===== src/rtl/sar_adc_pkg.sv =====
package sar_adc_pkg;
    typedef enum logic {
        PH_SETUP = 1'b0,
        PH_BITS  = 1'b1
    } sar_phase_e;
endpackage


===== src/rtl/sar_adc_seq.sv =====
module sar_adc_seq
    import sar_adc_pkg::*;
#(
    parameter int NBITS      = 10,
    parameter int SETUP_MC   = 2,
    parameter int MC_PER_BIT = 6,
    localparam int IDX_W     = $clog2(NBITS),
    localparam int STEP_W    = $clog2(MC_PER_BIT),
    localparam int SET_W     = $clog2(SETUP_MC + 1)
) (
    input  logic             clk,
    input  logic             rst_n,
    input  logic             start_i,
    input  logic             mc_en_i,
    output logic             busy_o,
    output logic             set_o,
    output logic             smp_o,
    output logic             done_o,
    output logic [IDX_W-1:0] idx_o
);
    typedef struct packed {
        logic                busy;
        sar_phase_e          phase;
        logic [SET_W-1:0]    setup_cnt;
        logic [STEP_W-1:0]   step;
        logic [IDX_W-1:0]    idx;
    } seq_t;

    seq_t st_d, st_q;
    logic set_d, smp_d, done_d;

    always_comb begin
        st_d   = st_q;
        set_d  = 1'b0;
        smp_d  = 1'b0;
        done_d = 1'b0;
        if (start_i) begin
            st_d.busy      = 1'b1;
            st_d.phase     = PH_SETUP;
            st_d.setup_cnt = '0;
            st_d.step      = '0;
            st_d.idx       = IDX_W'(NBITS - 1);
        end else if (st_q.busy && mc_en_i) begin
            unique case (st_q.phase)
                PH_SETUP: begin
                    if (st_q.setup_cnt == SET_W'(SETUP_MC - 1)) begin
                        st_d.phase = PH_BITS;
                        st_d.step  = '0;
                    end else begin
                        st_d.setup_cnt = st_q.setup_cnt + 1'b1;
                    end
                end
                PH_BITS: begin
                    if (st_q.step == '0) begin
                        set_d = 1'b1;
                    end
                    if (st_q.step == STEP_W'(MC_PER_BIT - 1)) begin
                        smp_d     = 1'b1;
                        st_d.step = '0;
                        if (st_q.idx == '0) begin
                            st_d.busy      = 1'b0;
                            st_d.phase     = PH_SETUP;
                            st_d.setup_cnt = '0;
                            done_d         = 1'b1;
                        end else begin
                            st_d.idx = st_q.idx - 1'b1;
                        end
                    end else begin
                        st_d.step = st_q.step + 1'b1;
                    end
                end
                default: st_d = st_q;
            endcase
        end
    end

    always_ff @(posedge clk or negedge rst_n) begin
        if (!rst_n) begin
            st_q <= '{busy: 1'b0, phase: PH_SETUP, setup_cnt: '0, step: '0, idx: '0};
        end else begin
            st_q <= st_d;
        end
    end

    assign busy_o = st_q.busy;
    assign set_o  = set_d;
    assign smp_o  = smp_d;
    assign done_o = done_d;
    assign idx_o  = st_q.idx;
endmodule


===== src/rtl/sar_adc_code.sv =====
module sar_adc_code #(
    parameter int NBITS   = 10,
    localparam int IDX_W  = $clog2(NBITS)
) (
    input  logic             clk,
    input  logic             rst_n,
    input  logic             clr_i,
    input  logic             set_i,
    input  logic             smp_i,
    input  logic             cmp_i,
    input  logic [IDX_W-1:0] idx_i,
    output logic [NBITS-1:0] code_o
);
    logic [NBITS-1:0] code_d, code_q;
    logic [NBITS-1:0] bit_mask;

    always_comb begin
        bit_mask = NBITS'(1) << idx_i;
        code_d   = code_q;
        if (clr_i) begin
            code_d = '0;
        end else begin
            if (set_i) begin
                code_d = code_d | bit_mask;
            end
            if (smp_i && !cmp_i) begin
                code_d = code_d & ~bit_mask;
            end
        end
    end

    always_ff @(posedge clk or negedge rst_n) begin
        if (!rst_n) begin
            code_q <= '0;
        end else begin
            code_q <= code_d;
        end
    end

    assign code_o = code_q;
endmodule


===== src/rtl/sar_adc_flag.sv =====
module sar_adc_flag (
    input  logic clk,
    input  logic rst_n,
    input  logic done_i,
    input  logic start_i,
    input  logic clear_i,
    output logic flag_o
);
    logic flag_d, flag_q;

    always_comb begin
        flag_d = flag_q;
        if (done_i) begin
            flag_d = 1'b1;
        end else if (start_i || clear_i) begin
            flag_d = 1'b0;
        end
    end

    always_ff @(posedge clk or negedge rst_n) begin
        if (!rst_n) begin
            flag_q <= 1'b0;
        end else begin
            flag_q <= flag_d;
        end
    end

    assign flag_o = flag_q;
endmodule


===== src/rtl/sar_adc_ctrl.sv =====
module sar_adc_ctrl #(
    parameter int NBITS      = 10,
    parameter int SETUP_MC   = 2,
    parameter int MC_PER_BIT = 6
) (
    input  logic             clk,
    input  logic             rst_n,
    input  logic             mc_en_i,
    input  logic             start_i,
    input  logic             clear_i,
    input  logic             cmp_i,
    output logic [NBITS-1:0] code_o,
    output logic             busy_o,
    output logic             done_irq_o
);
    localparam int IDX_W = $clog2(NBITS);

    logic             set_stb;
    logic             smp_stb;
    logic             done_stb;
    logic [IDX_W-1:0] bit_idx;

    sar_adc_seq #(
        .NBITS      (NBITS),
        .SETUP_MC   (SETUP_MC),
        .MC_PER_BIT (MC_PER_BIT)
    ) u_seq (
        .clk     (clk),
        .rst_n   (rst_n),
        .start_i (start_i),
        .mc_en_i (mc_en_i),
        .busy_o  (busy_o),
        .set_o   (set_stb),
        .smp_o   (smp_stb),
        .done_o  (done_stb),
        .idx_o   (bit_idx)
    );

    sar_adc_code #(
        .NBITS (NBITS)
    ) u_code (
        .clk    (clk),
        .rst_n  (rst_n),
        .clr_i  (start_i),
        .set_i  (set_stb),
        .smp_i  (smp_stb),
        .cmp_i  (cmp_i),
        .idx_i  (bit_idx),
        .code_o (code_o)
    );

    sar_adc_flag u_flag (
        .clk     (clk),
        .rst_n   (rst_n),
        .done_i  (done_stb),
        .start_i (start_i),
        .clear_i (clear_i),
        .flag_o  (done_irq_o)
    );
endmodule


===== config.mk =====
export PLATFORM = sky130hd
export DESIGN_NAME = sar_adc_ctrl
export DESIGN_NICKNAME = d
export VERILOG_FILES = /design/src/rtl/sar_adc_pkg.sv /design/src/rtl/sar_adc_seq.sv /design/src/rtl/sar_adc_code.sv /design/src/rtl/sar_adc_flag.sv /design/src/rtl/sar_adc_ctrl.sv
export SDC_FILE = /design/constraint.sdc
export NUM_CORES = 1
export LEC_CHECK = 0
export CAP_MARGIN = 20
export CORE_ASPECT_RATIO = 1.1
export CORE_MARGIN = 10
export CORE_UTILIZATION = 25
export CTS_BUF_LIST = sky130_fd_sc_hd__clkbuf_4 sky130_fd_sc_hd__clkbuf_8 sky130_fd_sc_hd__clkbuf_16
export DETAILED_ROUTE_END_ITERATION = 6
export GPL_ROUTABILITY_DRIVEN = 0
export PLACE_DENSITY = 0.52
export SLEW_MARGIN = 20
export SYNTH_ARGS = -nofsm -noshare
export SYNTH_HDL_FRONTEND = slang
export SYNTH_HIERARCHICAL = 1
export SYNTH_SLANG_ARGS = --single-unit

===== constraint.sdc =====
create_clock -name clk -period 4.6 [get_ports clk]
set_input_delay 0.69 -clock clk [delete_from_list [all_inputs] [get_ports clk]]
set_output_delay 0.69 -clock clk [all_outputs]
set_load 0.05 [all_outputs]

Word-level counts from Yosys, hierarchy flattened
Index checks and enable logic that the tools add are counted.
{"block": "classes", "bitwise_logic": 4, "addsub": 3, "eq_ne": 7, "n_reduce_logical": 15, "n_mux": 32, "shifts": 1}
{"cell": "$mux W10", "count": 4}
{"cell": "$mux W11", "count": 2}
{"cell": "$mux W4", "count": 5}
{"cell": "$mux W1", "count": 17}
{"cell": "$pmux W6 S2", "count": 1}
{"cell": "$reduce_and A4 Y1", "count": 3}
{"cell": "$and A10 B10 Y10", "count": 1}
{"cell": "$not A10 Y10", "count": 1}
{"cell": "$or A10 B10 Y10", "count": 1}
{"cell": "$reduce_bool A2 Y1", "count": 5}
{"cell": "$shl A1 B4 Y10 const A", "count": 1}
{"cell": "$ne A3 B3 Y1 const B", "count": 3}
{"cell": "$mux W3", "count": 2}
{"cell": "$logic_not A4 Y1", "count": 1}
{"cell": "$sub A4 B1 Y4 const B", "count": 1}
{"cell": "$add A3 B1 Y3 const B", "count": 1}
{"cell": "$eq A3 B3 Y1 const B", "count": 1}
{"cell": "$logic_not A3 Y1", "count": 1}
{"cell": "$ne A3 B2 Y1 const B", "count": 1}
{"cell": "$add A2 B1 Y2 const B", "count": 1}
{"cell": "$eq A2 B1 Y1 const B", "count": 1}
{"cell": "$logic_and A1 B1 Y1", "count": 2}
{"cell": "$mux W2", "count": 1}
{"cell": "$ne A2 B2 Y1 const B", "count": 1}
{"cell": "4 further kinds", "count": 4}
{"block": "word_totals", "elab_cells": 69, "reg_bits": 22, "output_inout_bits": 12, "inputBits": 6}

Depth between registers and ports, before layout
Gate-level depths: netlist (run 1).
{"block": "depth", "word_depth": 10, "depth_mapped": 6, "ltp_nobuf": 5}

Modules after synthesis
The synthesis (run 1) kept the hierarchy.
{"module": "sar_adc_seq", "cells_per_inst": 73, "seq_area_each_um2": 275.3, "instances": 1, "area_per_inst_um2": 701.9}
{"module": "sar_adc_code", "cells_per_inst": 41, "seq_area_each_um2": 250.2, "instances": 1, "area_per_inst_um2": 462.9}
{"module": "sar_adc_flag", "cells_per_inst": 3, "seq_area_each_um2": 25.0, "instances": 1, "area_per_inst_um2": 36.3}

Least setup slack after synthesis (run 1)
No wires, ideal clock.
{"block": "synth_timing", "kind": "input to register", "from": "input port start_i", "to": "register u_code.code_q[3] (netlist: u_code/code_o[3])", "setup_time_ns": 0.099, "setup_slack_ns": 2.690, "arrival_time_ns": 1.811, "required_time_ns": 4.501, "n_path_buf": 0, "path_stages": 5, "cell_sequence": "nand4b_1 -> nor4_1 -> nor3b_2 -> a31oi_1 -> a311oi_1"}
{"block": "synth_between", "elab_chain_len": 6, "elab_cells_between_ends": 8, "classes_between": "mux (6); bitwise (1); reduce/logical (1)"}
{"item": "start, declared", "line_no": "sar_adc_ctrl.sv:9", "text": "input logic start_i,"}
{"item": "$mux W1 *", "line_no": "sar_adc_seq.sv:37", "text": "if (start_i) begin"}
{"item": "named net set_stb", "line_no": "sar_adc_ctrl.sv:18", "text": "logic set_stb;"}
{"item": "$mux W10 *", "line_no": "sar_adc_code.sv:23", "text": "if (set_i) begin"}
{"item": "$mux W10 *", "line_no": "sar_adc_code.sv:20", "text": "if (clr_i) begin"}
{"item": "$and A10 B10 Y10", "line_no": "sar_adc_code.sv:27", "text": "code_d = code_d & ~bit_mask;"}
{"item": "$mux W10 *", "line_no": "sar_adc_code.sv:26", "text": "if (smp_i && !cmp_i) begin"}
{"item": "$mux W10 *", "line_no": "sar_adc_code.sv:20"}
{"item": "named net u_code.code_d[3]", "line_no": "sar_adc_code.sv:14", "text": "logic [NBITS-1:0] code_d, code_q;"}
{"item": "end signal, assigned", "line_no": "sar_adc_code.sv:36", "text": "code_q <= code_d;"}
{"item": "end, declared", "line_no": "sar_adc_code.sv:14"}
The timed path passes the listed nets; every way through them passes the cells marked *. The select of a mux whose other input is x is not followed.
A chain may end at the register's enable or synchronous reset.

Worst setup path in the final report (run 1)
Same ends and word-level chain as after synthesis.

==> impl_metrics.tcl, run 1 <==
set metrics [dict create \
    syn2layout_area_growth_pct 21.4 \
    final-setup-viol-count 0 \
    cts_setup_buffers 0 \
    critPathSlowestCell "clkdlybuf4s50_1" \
    async_flop_share_pct 100 \
    fin_tns_setup_ns 0 \
    drt_pre_antenna_iters 4 \
    die_h_um 92.7 \
    ios 18 \
    p_leak_nw 0.571 \
    drc 0 \
    drt-total-wl_mm 2.90 \
    outcome "finished, final reports clean" \
    critical_path_class "input pin to flip-flop" \
    place_ws_ns 1.37 \
    reg2reg_slack_ns 2.55 \
    cts_hold_buf 0 \
    hold_path_class "input pin to asynchronous set/reset pin" \
    netlist_area_mm2 0.00120 \
    max_stage_delay_ns 0.82 \
    cp-start-kind "input pin" \
    detail-route-antenna-nets 0 \
    place_inst 183 \
    critical_path.reg2reg.startpoint "u_seq/st_q[9]$_DFFE_PN0P_" \
    tritoncts "built" \
    power_density_mw_per_mm2 288 \
    drive_above_1_share_pct 9.16 \
    cp.arrival_ns 3.14 \
    fin_crit_sh_pct 64.8 \
    relSlewSlack_pct 45.7 \
    routedWlPerCell_um 15.5 \
    cts_resized 0 \
    maxCapViolCount 0 \
    grt_max_degree 23 \
    die_w_um 86.1 \
    start_util_pct 25.8 \
    dp_hpwl_mm 2.15 \
    first_global_vias 1008 \
    grt_pass1_wl_mm 5.06 \
    total_power_uw 419 \
    vias_per_cell 5.28 \
    crit_fanout 22 \
    antenna_found_initial 0 \
    syn_area_per_cell_um2 10.3 \
    finalHoldViolCount 0 \
    synth.largest_area_cell "dfrtp_1" \
    yosysWarnings 6 \
    max_freq_mhz 336 \
    path_cells "clkdlybuf4s50_1 > nand4b_1 > nor4_1 > nor3b_2 > a31oi_1 > a311oi_1" \
    drt_iter0_markers 73 \
    end_kind "flip-flop" \
    peakVddDrop_v 0.000200 \
    tightest_slew_ns 0.811 \
    clk_latency_ns 0.26 \
    die-area_mm2 0.00798 \
    cts_sinks 22 \
    synthCells 117 \
    timing.final.ws_setup_ns 1.62 \
    dr_total_vias 988 \
    clk_pin_slew_worst_paths_ns 0.08 \
    synth_top_area_share_pct 45.8 \
    rows 26 \
    cp_data_required_time_ns 4.76 \
    cts_htree_levels 1 \
    ys_ff_latch 22 \
    final_common_cell "dfrtp_1" \
    cts_buffers 3 \
    synthTopCellsByArea "dfrtp_1 46%, a211oi_1 6.3%, a21oi_1 3.8%" \
    io_buffers 17 \
    cts.path.max_buffers 2 \
    root_buffer "clkbuf_8" \
    gr-total-overflow 0 \
    track_usage_pct 7.61 \
    reg2reg_depth 5 \
    finClkSkew_ns 0.00213 \
    hold_slack_ns 0.383 \
    ys_types 43 \
    r2r-end "u_code/code_o[3]$_DFF_PN0_" \
    fin_crit_ns 2.98 \
    ys.flop_type "dfrtp_1" \
    final_nets 140 \
    stdcell_count 187 \
    core-area_mm2 0.00465 \
    syn_nets 125 \
    layout_common_cells "22 x dfrtp_1, 16 x clkdlybuf4s50_1, 10 x a211oi_1" \
    synth_edf_count 0 \
    report.final.slew_viol_count 0 \
    synth_seq_area_share_pct 45.8 \
    rsz0062_at_grt "no" \
    diodes 0 \
]
-- cell type report --
type,instances,area (µm²)
multi-input cells,82,578
inverters,6,22.5
clock inverters,1,30.0
fillers,488,3190
flip-flops and latches,22,551
well taps,56,70.1
repair buffers,17,165
clock buffers,3,41.3
-- how the worst max path moves through the flow --
stage / from / end / slack, ns / cells after the start
after floorplan: start_i / u_code/code_o[3]$_DFF_PN0_ / 2.69 / 5
after global placement: start_i / u_code/code_o[3]$_DFF_PN0_ / 1.51 / 6
after detailed placement: start_i / u_code/code_o[3]$_DFF_PN0_ / 1.37 / 6
after CTS: start_i / u_code/code_o[3]$_DFF_PN0_ / 1.63 / 6
after global routing: start_i / u_code/code_o[2]$_DFF_PN0_ / 1.33 / 6
final: start_i / u_code/code_o[3]$_DFF_PN0_ / 1.62 / 6
-- synth_stat cells, types with 2 or more instances --
cell type  number
or4_1           2
nand3_1         3
dfrtp_1        22
a32o_1          2
nor3b_1         3
nor2b_1         3
nand4b_1        2
o21ai_0         3
nor3_1          3
a211oi_1       10
and2b_1         2
nor3b_2         2
ha_1            2
buf_4           4
inv_1           5
a311oi_1        2
a21oi_1         9
nand2_1         4
a31oi_1         5
and2_1          2
nor4bb_1        2
nor2_1          4
-- state kept, by name, summed over array words and instances, names as in the netlist --
| name | cells |
|---|---|
| u_seq/idx_o | 4 |
| u_code/code_o | 10 |
| u_seq/busy_o | 1 |
| u_seq/st_q | 6 |
| u_flag/flag_o | 1 |
-- per-stage QoR --
stage          utilization [%]  area (µm²)
6_report                  31.3        1460
5_1_grt                   31.3        1460
4_1_cts                   31.4        1460
3_5_place_dp              29.9        1390
3_3_place_gp              29.9        1390
2_1_floorplan                -        1200
-- worst max-delay path, delay by kind of cell --
family | cells | cell delay [ns]
simple gates | 3 | 1.23
buf+inv | 1 | 0.82
compound gates | 2 | 0.40
-- power by group --
group | internal [mW] | total (mW) | switching [mW]
clock network | 0.116 | 0.183 | 0.0669
registers | 0.197 | 0.202 | 0.00532
logic | 0.0140 | 0.0339 | 0.0199
total | 0.327 | 0.419 | 0.0921
-- metal layers --
metal,part of all wire (%),vias to the layer above,global-route usage [%]
met5,0,-,0
li1,-,476,-
met1,45,486,9.31
met4,0.45,0,1.51
met3,6.9,2,3.51
met2,47,24,12.0
-- logic make-up (layout without fill, tap and decap cells) --
group	count (synthesis)	after routing	synth area share [%]
and+or+nand+nor	41	41	23.0
DFF	22	22	45.8
xor gates and xnor gates	1	1	0.729
buffers and inverters	13	27	6.04
AOI/OAI and AO/OA	38	38	22.3
adders and majority gates	2	2	2.08
No activity file was read; power rests on OpenSTA's default activity.
==> run 2, diff against run 1 <==
--- a/config.mk
+++ b/config.mk
@@ -12,7 +12,7 @@
 export CTS_BUF_LIST = sky130_fd_sc_hd__clkbuf_4 sky130_fd_sc_hd__clkbuf_8 sky130_fd_sc_hd__clkbuf_16
 export DETAILED_ROUTE_END_ITERATION = 6
 export GPL_ROUTABILITY_DRIVEN = 0
-export PLACE_DENSITY = 0.52
+export PLACE_DENSITY = 0.54
 export SLEW_MARGIN = 20
 export SYNTH_ARGS = -nofsm -noshare
 export SYNTH_HDL_FRONTEND = slang
==> constraint.sdc (replaced) <==
create_clock -name clk -period 2.74 [get_ports clk]
set_input_delay 0.411 -clock clk [delete_from_list [all_inputs] [get_ports clk]]
set_output_delay 0.411 -clock clk [all_outputs]
set_load 0.05 [all_outputs]
==> run 2 against run 1 <==
Against the previous run: sequential power is 68% higher; sequential share of layout area shrank 0.097 points; clock power increased by 27%; non-clock buffer count is 2 higher; global-route usage down 0.20 points; clock skew up 0.0021 ns; clock-buffer cell count up 1; first-iteration DRC count decreased by 45%; utilization is 0.081 points higher; sequential cell count is the same; design area increased by 0.26%; hold slack improved by 0.11 ns; critical endpoint unchanged; largest power group unchanged; highest routed layer unchanged.
==> impl_metrics.tcl, run 2 (synthesis results as in run 1) <==
set metrics [dict create \
    drt_iter0_markers 40 \
    syn2layout_area_growth_pct 21.7 \
    cts_setup_buffers 0 \
    rows 26 \
    crit_fanout 5 \
    clk_latency_ns 0.26 \
    core-area_mm2 0.00465 \
    p_comb_share_pct 9.4 \
    cts_sinks 22 \
    finalHoldViolCount 0 \
    root_buffer "clkbuf_8" \
    drt-total-wl_mm 2.88 \
    ios 18 \
    cell_internal_pwr_uw 485 \
    place_ws_ns 0.372 \
    grt_max_degree 23 \
    cp_data_required_time_ns 2.90 \
    first_global_vias 1016 \
    met1_usage_pct 8.61 \
    n_fill_cell 488 \
    grt_pass1_wl_mm 4.91 \
    finClkSkew_ns 0.00425 \
    outcome "finished, final reports clean" \
    maxCapViolCount 0 \
    fin_crit_sh_pct 78.2 \
    busiest_layer "met2" \
    final_nets 142 \
    drive_above_1_share_pct 9.77 \
    seq_power_share_pct 53.8 \
    power_switching_uw 147 \
    fin_tns_setup_ns 0 \
    p_leak_nw 0.574 \
    cts_hold_buf 0 \
    end_kind "flip-flop" \
    drt_pre_antenna_iters 6 \
    final_common_cell "dfrtp_1" \
    switching_share_pct 23.3 \
    cp-start-kind "input pin" \
    die_h_um 92.7 \
    routedWlPerCell_um 15.2 \
    peakVddDrop_v 0.000232 \
    hold_path_class "flip-flop to flip-flop" \
    report.final.slew_viol_count 0 \
    met3_usage_pct 3.33 \
    place_inst 185 \
    postLayoutCoreUtil_pct 31.4 \
    relSlewSlack_pct 56.0 \
    vias_per_cell 5.25 \
    max_freq_mhz 467 \
    die-area_mm2 0.00798 \
    track_usage_pct 7.41 \
    gr-total-overflow 0 \
    start_util_pct 25.8 \
    cts_resized 0 \
    tightest_slew_ns 0.658 \
    stdcell_count 189 \
    met2_usage_pct 12.2 \
    cts_htree_levels 1 \
    final-setup-viol-count 0 \
    cts.path.max_buffers 2 \
    rsz0062_at_grt "no" \
    drc 0 \
    antenna_found_initial 0 \
    cts_buffers 3 \
    layout_common_cells "22 x dfrtp_1, 17 x clkdlybuf4s50_1, 10 x a211oi_1" \
    die_w_um 86.1 \
    diodes 0 \
    io_buffers 17 \
    clkPwrFrac_pct 36.8 \
    dp_hpwl_mm 2.08 \
    largest_reg_flops 10 \
    cp.arrival_ns 2.31 \
    power_density_mw_per_mm2 432 \
    critical_path_class "input pin to flip-flop" \
    timing.final.ws_setup_ns 0.598 \
    fin_crit_ns 2.14 \
    tritoncts "built" \
    dr_total_vias 993 \
    detail-route-antenna-nets 0 \
    clk_pin_slew_worst_paths_ns 0.08 \
]
run 2: changes by cell type in the layout (fill, tap and decap cells not counted):
cell             previous run  this run
buf_2                       1         0
clkdlybuf4s50_1            16        17
bufinv_16                   1         0
clkbuf_8                    3         4
buf_4                       0         2
run 2: worst max-delay path: stages:
cell	delay, ns
clkdlybuf4s50_1	0.54
nand4b_1	0.24
nor4_1	0.39
nor3b_2	0.35
a31oi_1	0.12
a311oi_1	0.26
run 2: worst paths after layout:
path	start	to	slack, ns	depth (start not counted)
worst min register to register	u_flag/flag_o$_DFFE_PN0P_	u_flag/flag_o$_DFFE_PN0P_	0.49	1
max in group asynchronous	rst_n	u_code/code_o[6]$_DFF_PN0_	2.00	2
min in group asynchronous	rst_n	u_seq/st_q[5]$_DFFE_PN0P_	0.51	2
worst min-delay path	u_flag/flag_o$_DFFE_PN0P_	u_flag/flag_o$_DFFE_PN0P_	0.49	1
worst max-delay path	mc_en_i	u_code/code_o[3]$_DFF_PN0_	0.60	6
worst max register to register	u_seq/st_q[9]$_DFFE_PN0P_	u_code/code_o[3]$_DFF_PN0_	0.71	5
run 2: power groups by stage:
stage	Sequential [mW]	Combinational [mW]	Clock (mW)
6_report	0.340	0.0593	0.232
5_1_grt	0.342	0.0671	0.264
4_1_cts	0.340	0.0606	0.243
3_5_place_dp	0.346	0.0606	0
3_3_place_gp	0.346	0.0582	0
2_1_floorplan	0.344	0.0377	0
run 2: area by class of cell:
class,count,area [µm²],area share [%]
Timing Repair Buffer,19,185,12.7
Clock buffer,4,55.1,3.77
Multi-Input combinational cell,82,578,39.6
Sequential cell,22,551,37.7
Tap cell,56,70.1,4.79
Inverter,6,22.5,1.54
run 2: per-layer routing:
layer | vias up | share of wire, % | routed length (µm)
li1 | 480 | - | -
met5 | - | 0 | 0
met2 | 20 | 47 | 1340
met4 | 0 | 0.76 | 22
met3 | 2 | 7.2 | 207
met1 | 491 | 45 | 1310
run 2: per-stage QoR:
step	cell area, µm²	hold WS [ns]	power, mW
after floorplan	1200	0.115	0.382
after global routing	1460	0.511	0.673
final	1460	0.494	0.631
after CTS	1460	0.506	0.643
after global placement	1410	0.462	0.404
after detailed placement	1410	0.488	0.407
==> run 3, diff against run 2 <==
--- a/config.mk
+++ b/config.mk
@@ -12,7 +12,7 @@
 export CTS_BUF_LIST = sky130_fd_sc_hd__clkbuf_4 sky130_fd_sc_hd__clkbuf_8 sky130_fd_sc_hd__clkbuf_16
 export DETAILED_ROUTE_END_ITERATION = 6
 export GPL_ROUTABILITY_DRIVEN = 0
-export PLACE_DENSITY = 0.54
+export PLACE_DENSITY = 0.52
 export SLEW_MARGIN = 20
 export SYNTH_ARGS = -nofsm -noshare
 export SYNTH_HDL_FRONTEND = slang
==> constraint.sdc (replaced) <==
create_clock -name clk -period 2.2 [get_ports clk]
set_input_delay 0.33 -clock clk [delete_from_list [all_inputs] [get_ports clk]]
set_output_delay 0.33 -clock clk [all_outputs]
set_load 0.05 [all_outputs]
==> run 3 against run 2 <==
Against the previous run: sequential cell count is the same; register-to-register slack lost 0.37 ns; sequential share of layout area shrank 1.3 points; first-iteration DRC count shrank 15%; setup slack lost 0.26 ns; die area is the same; clock power grew 62%; global-route usage grew 0.094 points; sequential power grew 25%; utilization grew 1.1 points; combinational power grew 26%; critical path type is now flip-flop to primary output; critical endpoint is now busy_o; largest cell class unchanged; largest power group unchanged.
==> impl_metrics.tcl, run 3 (synthesis results as in run 1) <==
set metrics [dict create \
    cts_buffers 3 \
    grt_pass1_wl_mm 5.04 \
    cpLargestDelayFamily "buffers and inverters" \
    dp_hpwl_mm 2.03 \
    finalHoldViolCount 0 \
    largest_reg_flops 10 \
    end_kind "primary output" \
    cp.arrival_ns 1.53 \
    hold_path_class "input pin to asynchronous set/reset pin" \
    cts.path.max_buffers 2 \
    reg2reg_slack_ns 0.34 \
    final_nets 146 \
    syn2layout_area_growth_pct 26.0 \
    ios 18 \
    outcome "finished, final reports clean" \
    report.final.slew_viol_count 0 \
    final_common_cell "dfrtp_1" \
    diodes 0 \
    critPathSlowestCell "clkdlybuf4s50_1" \
    die-area_mm2 0.00798 \
    dr_total_vias 1002 \
    tightest_slew_ns 0.513 \
    drt_iter0_markers 34 \
    rows 26 \
    drt-total-wl_mm 2.78 \
    peakVddDrop_v 0.000427 \
    path_cells "clkdlybuf4s50_1" \
    die_h_um 92.7 \
    drive_above_1_share_pct 13.1 \
    gr-total-overflow 0 \
    tritoncts "built" \
    rsz0062_at_grt "no" \
    cts_htree_levels 1 \
    place_area_mm2 0.00144 \
    first_global_vias 1022 \
    stdcell_area_mm2 0.00151 \
    n_fill_cell 466 \
    detail-route-antenna-nets 0 \
    worstPathBufferInverterCount 1 \
    fin_crit_sh_pct 84.6 \
    power_density_mw_per_mm2 578 \
    finClkSkew_ns 0.00125 \
    grt_max_degree 23 \
    maxCapViolCount 0 \
    clk_pin_slew_worst_paths_ns 0.08 \
    crit_fanout 6 \
    track_usage_pct 7.50 \
    routedWlPerCell_um 14.4 \
    drc 0 \
    final-setup-viol-count 0 \
    die_w_um 86.1 \
    max_stage_delay_ns 0.84 \
    p_leak_nw 0.602 \
    drt_pre_antenna_iters 5 \
    start_util_pct 25.8 \
    postLayoutCoreUtil_pct 32.5 \
    io_buffers 17 \
    clk_latency_ns 0.26 \
    r2r-end "u_code/code_o[3]$_DFF_PN0_" \
    fin_crit_ns 1.86 \
    relSlewSlack_pct 65.7 \
    vias_per_cell 5.19 \
    antenna_found_initial 0 \
    root_buffer "clkbuf_8" \
    cts_sinks 22 \
    critical_path.reg2reg.startpoint "u_seq/st_q[9]$_DFFE_PN0P_" \
    reg2reg_depth 5 \
    max_freq_mhz 537 \
    cp_data_required_time_ns 1.87 \
    cts_hold_buf 0 \
    cp-start-kind "flip-flop" \
    core-area_mm2 0.00465 \
    layout_common_cells "22 x dfrtp_1, 17 x clkdlybuf4s50_1, 10 x a211oi_1" \
    critical_path_class "flip-flop to primary output" \
]
-- run 3: changes by cell type in the layout (fill, tap and decap cells not counted) --
| cell | previous run | this run |
|---|---|---|
| bufinv_16 | 0 | 1 |
| nor4_1 | 1 | 0 |
| clkbuf_8 | 4 | 3 |
| nor4_2 | 0 | 1 |
| buf_4 | 2 | 6 |
-- run 3: cell type report --
class,count,area (µm²),share of cell area (%)
Timing Repair Buffer,23,215,14.2
Sequential cell,22,551,36.4
Multi-Input combinational cell,82,584,38.6
Clock buffer,3,41.3,2.73
Inverter,6,22.5,1.49
Clock inverter,1,30.0,1.98
Tap cell,56,70.1,4.63
-- run 3: routing by layer --
layer | vias to the layer above | part of all wire (%) | GRT usage (%)
met5 | - | 0 | 0
met4 | 0 | 0.79 | 2.06
met1 | 487 | 45 | 9.19
li1 | 487 | - | -
met3 | 2 | 7.8 | 3.68
met2 | 26 | 47 | 11.4
-- run 3: how the worst max path moves through the flow --
stage,from,end,slack (ns),cells past startpoint
finish,u_seq/busy_o$_DFFE_PN0P_,busy_o,0.34,1
global route,u_seq/st_q[9]$_DFFE_PN0P_,u_code/code_o[3]$_DFF_PN0_,0.15,5
floorplan,u_seq/busy_o$_DFFE_PN0P_,u_code/code_o[3]$_DFF_PN0_,0.30,5
global placement,start_i,u_code/code_o[3]$_DFF_PN0_,0.09,6
detailed placement,start_i,u_code/code_o[3]$_DFF_PN0_,-0.02,6
CTS,u_seq/st_q[9]$_DFFE_PN0P_,u_code/code_o[3]$_DFF_PN0_,0.20,5
-- run 3: repair_timing --
| item | in CTS | in global routing |
|---|---|---|
| gates resized for setup | 0 | 1 |
| setup buffers | 0 | 0 |
| endpoints found under the hold margin | 0 | 0 |
| endpoints found under the setup margin | 0 | 1 |
-- run 3: report_power, final --
group	total, mW	switching, mW	internal [mW]
registers	0.424	0.0114	0.412
clock network	0.376	0.133	0.243
logic	0.0747	0.0409	0.0338
total	0.875	0.186	0.689
-- run 3: through the flow --
| stage | setup WS (ns) | instances | power [mW] | setup TNS (ns) | hold slack [ns] |
|---|---|---|---|---|---|
| 5_1_grt | 0.149 | 193 | 0.926 | 0 | 0.433 |
| 6_report | 0.339 | 193 | 0.875 | 0 | 0.413 |
| 3_5_place_dp | -0.0209 | 189 | 0.507 | -0.0209 | 0.465 |
| 2_1_floorplan | 0.298 | 117 | 0.475 | 0 | 0.0344 |
| 4_1_cts | 0.197 | 193 | 0.891 | 0 | 0.418 |
| 3_3_place_gp | 0.0872 | 189 | 0.505 | 0 | 0.461 |
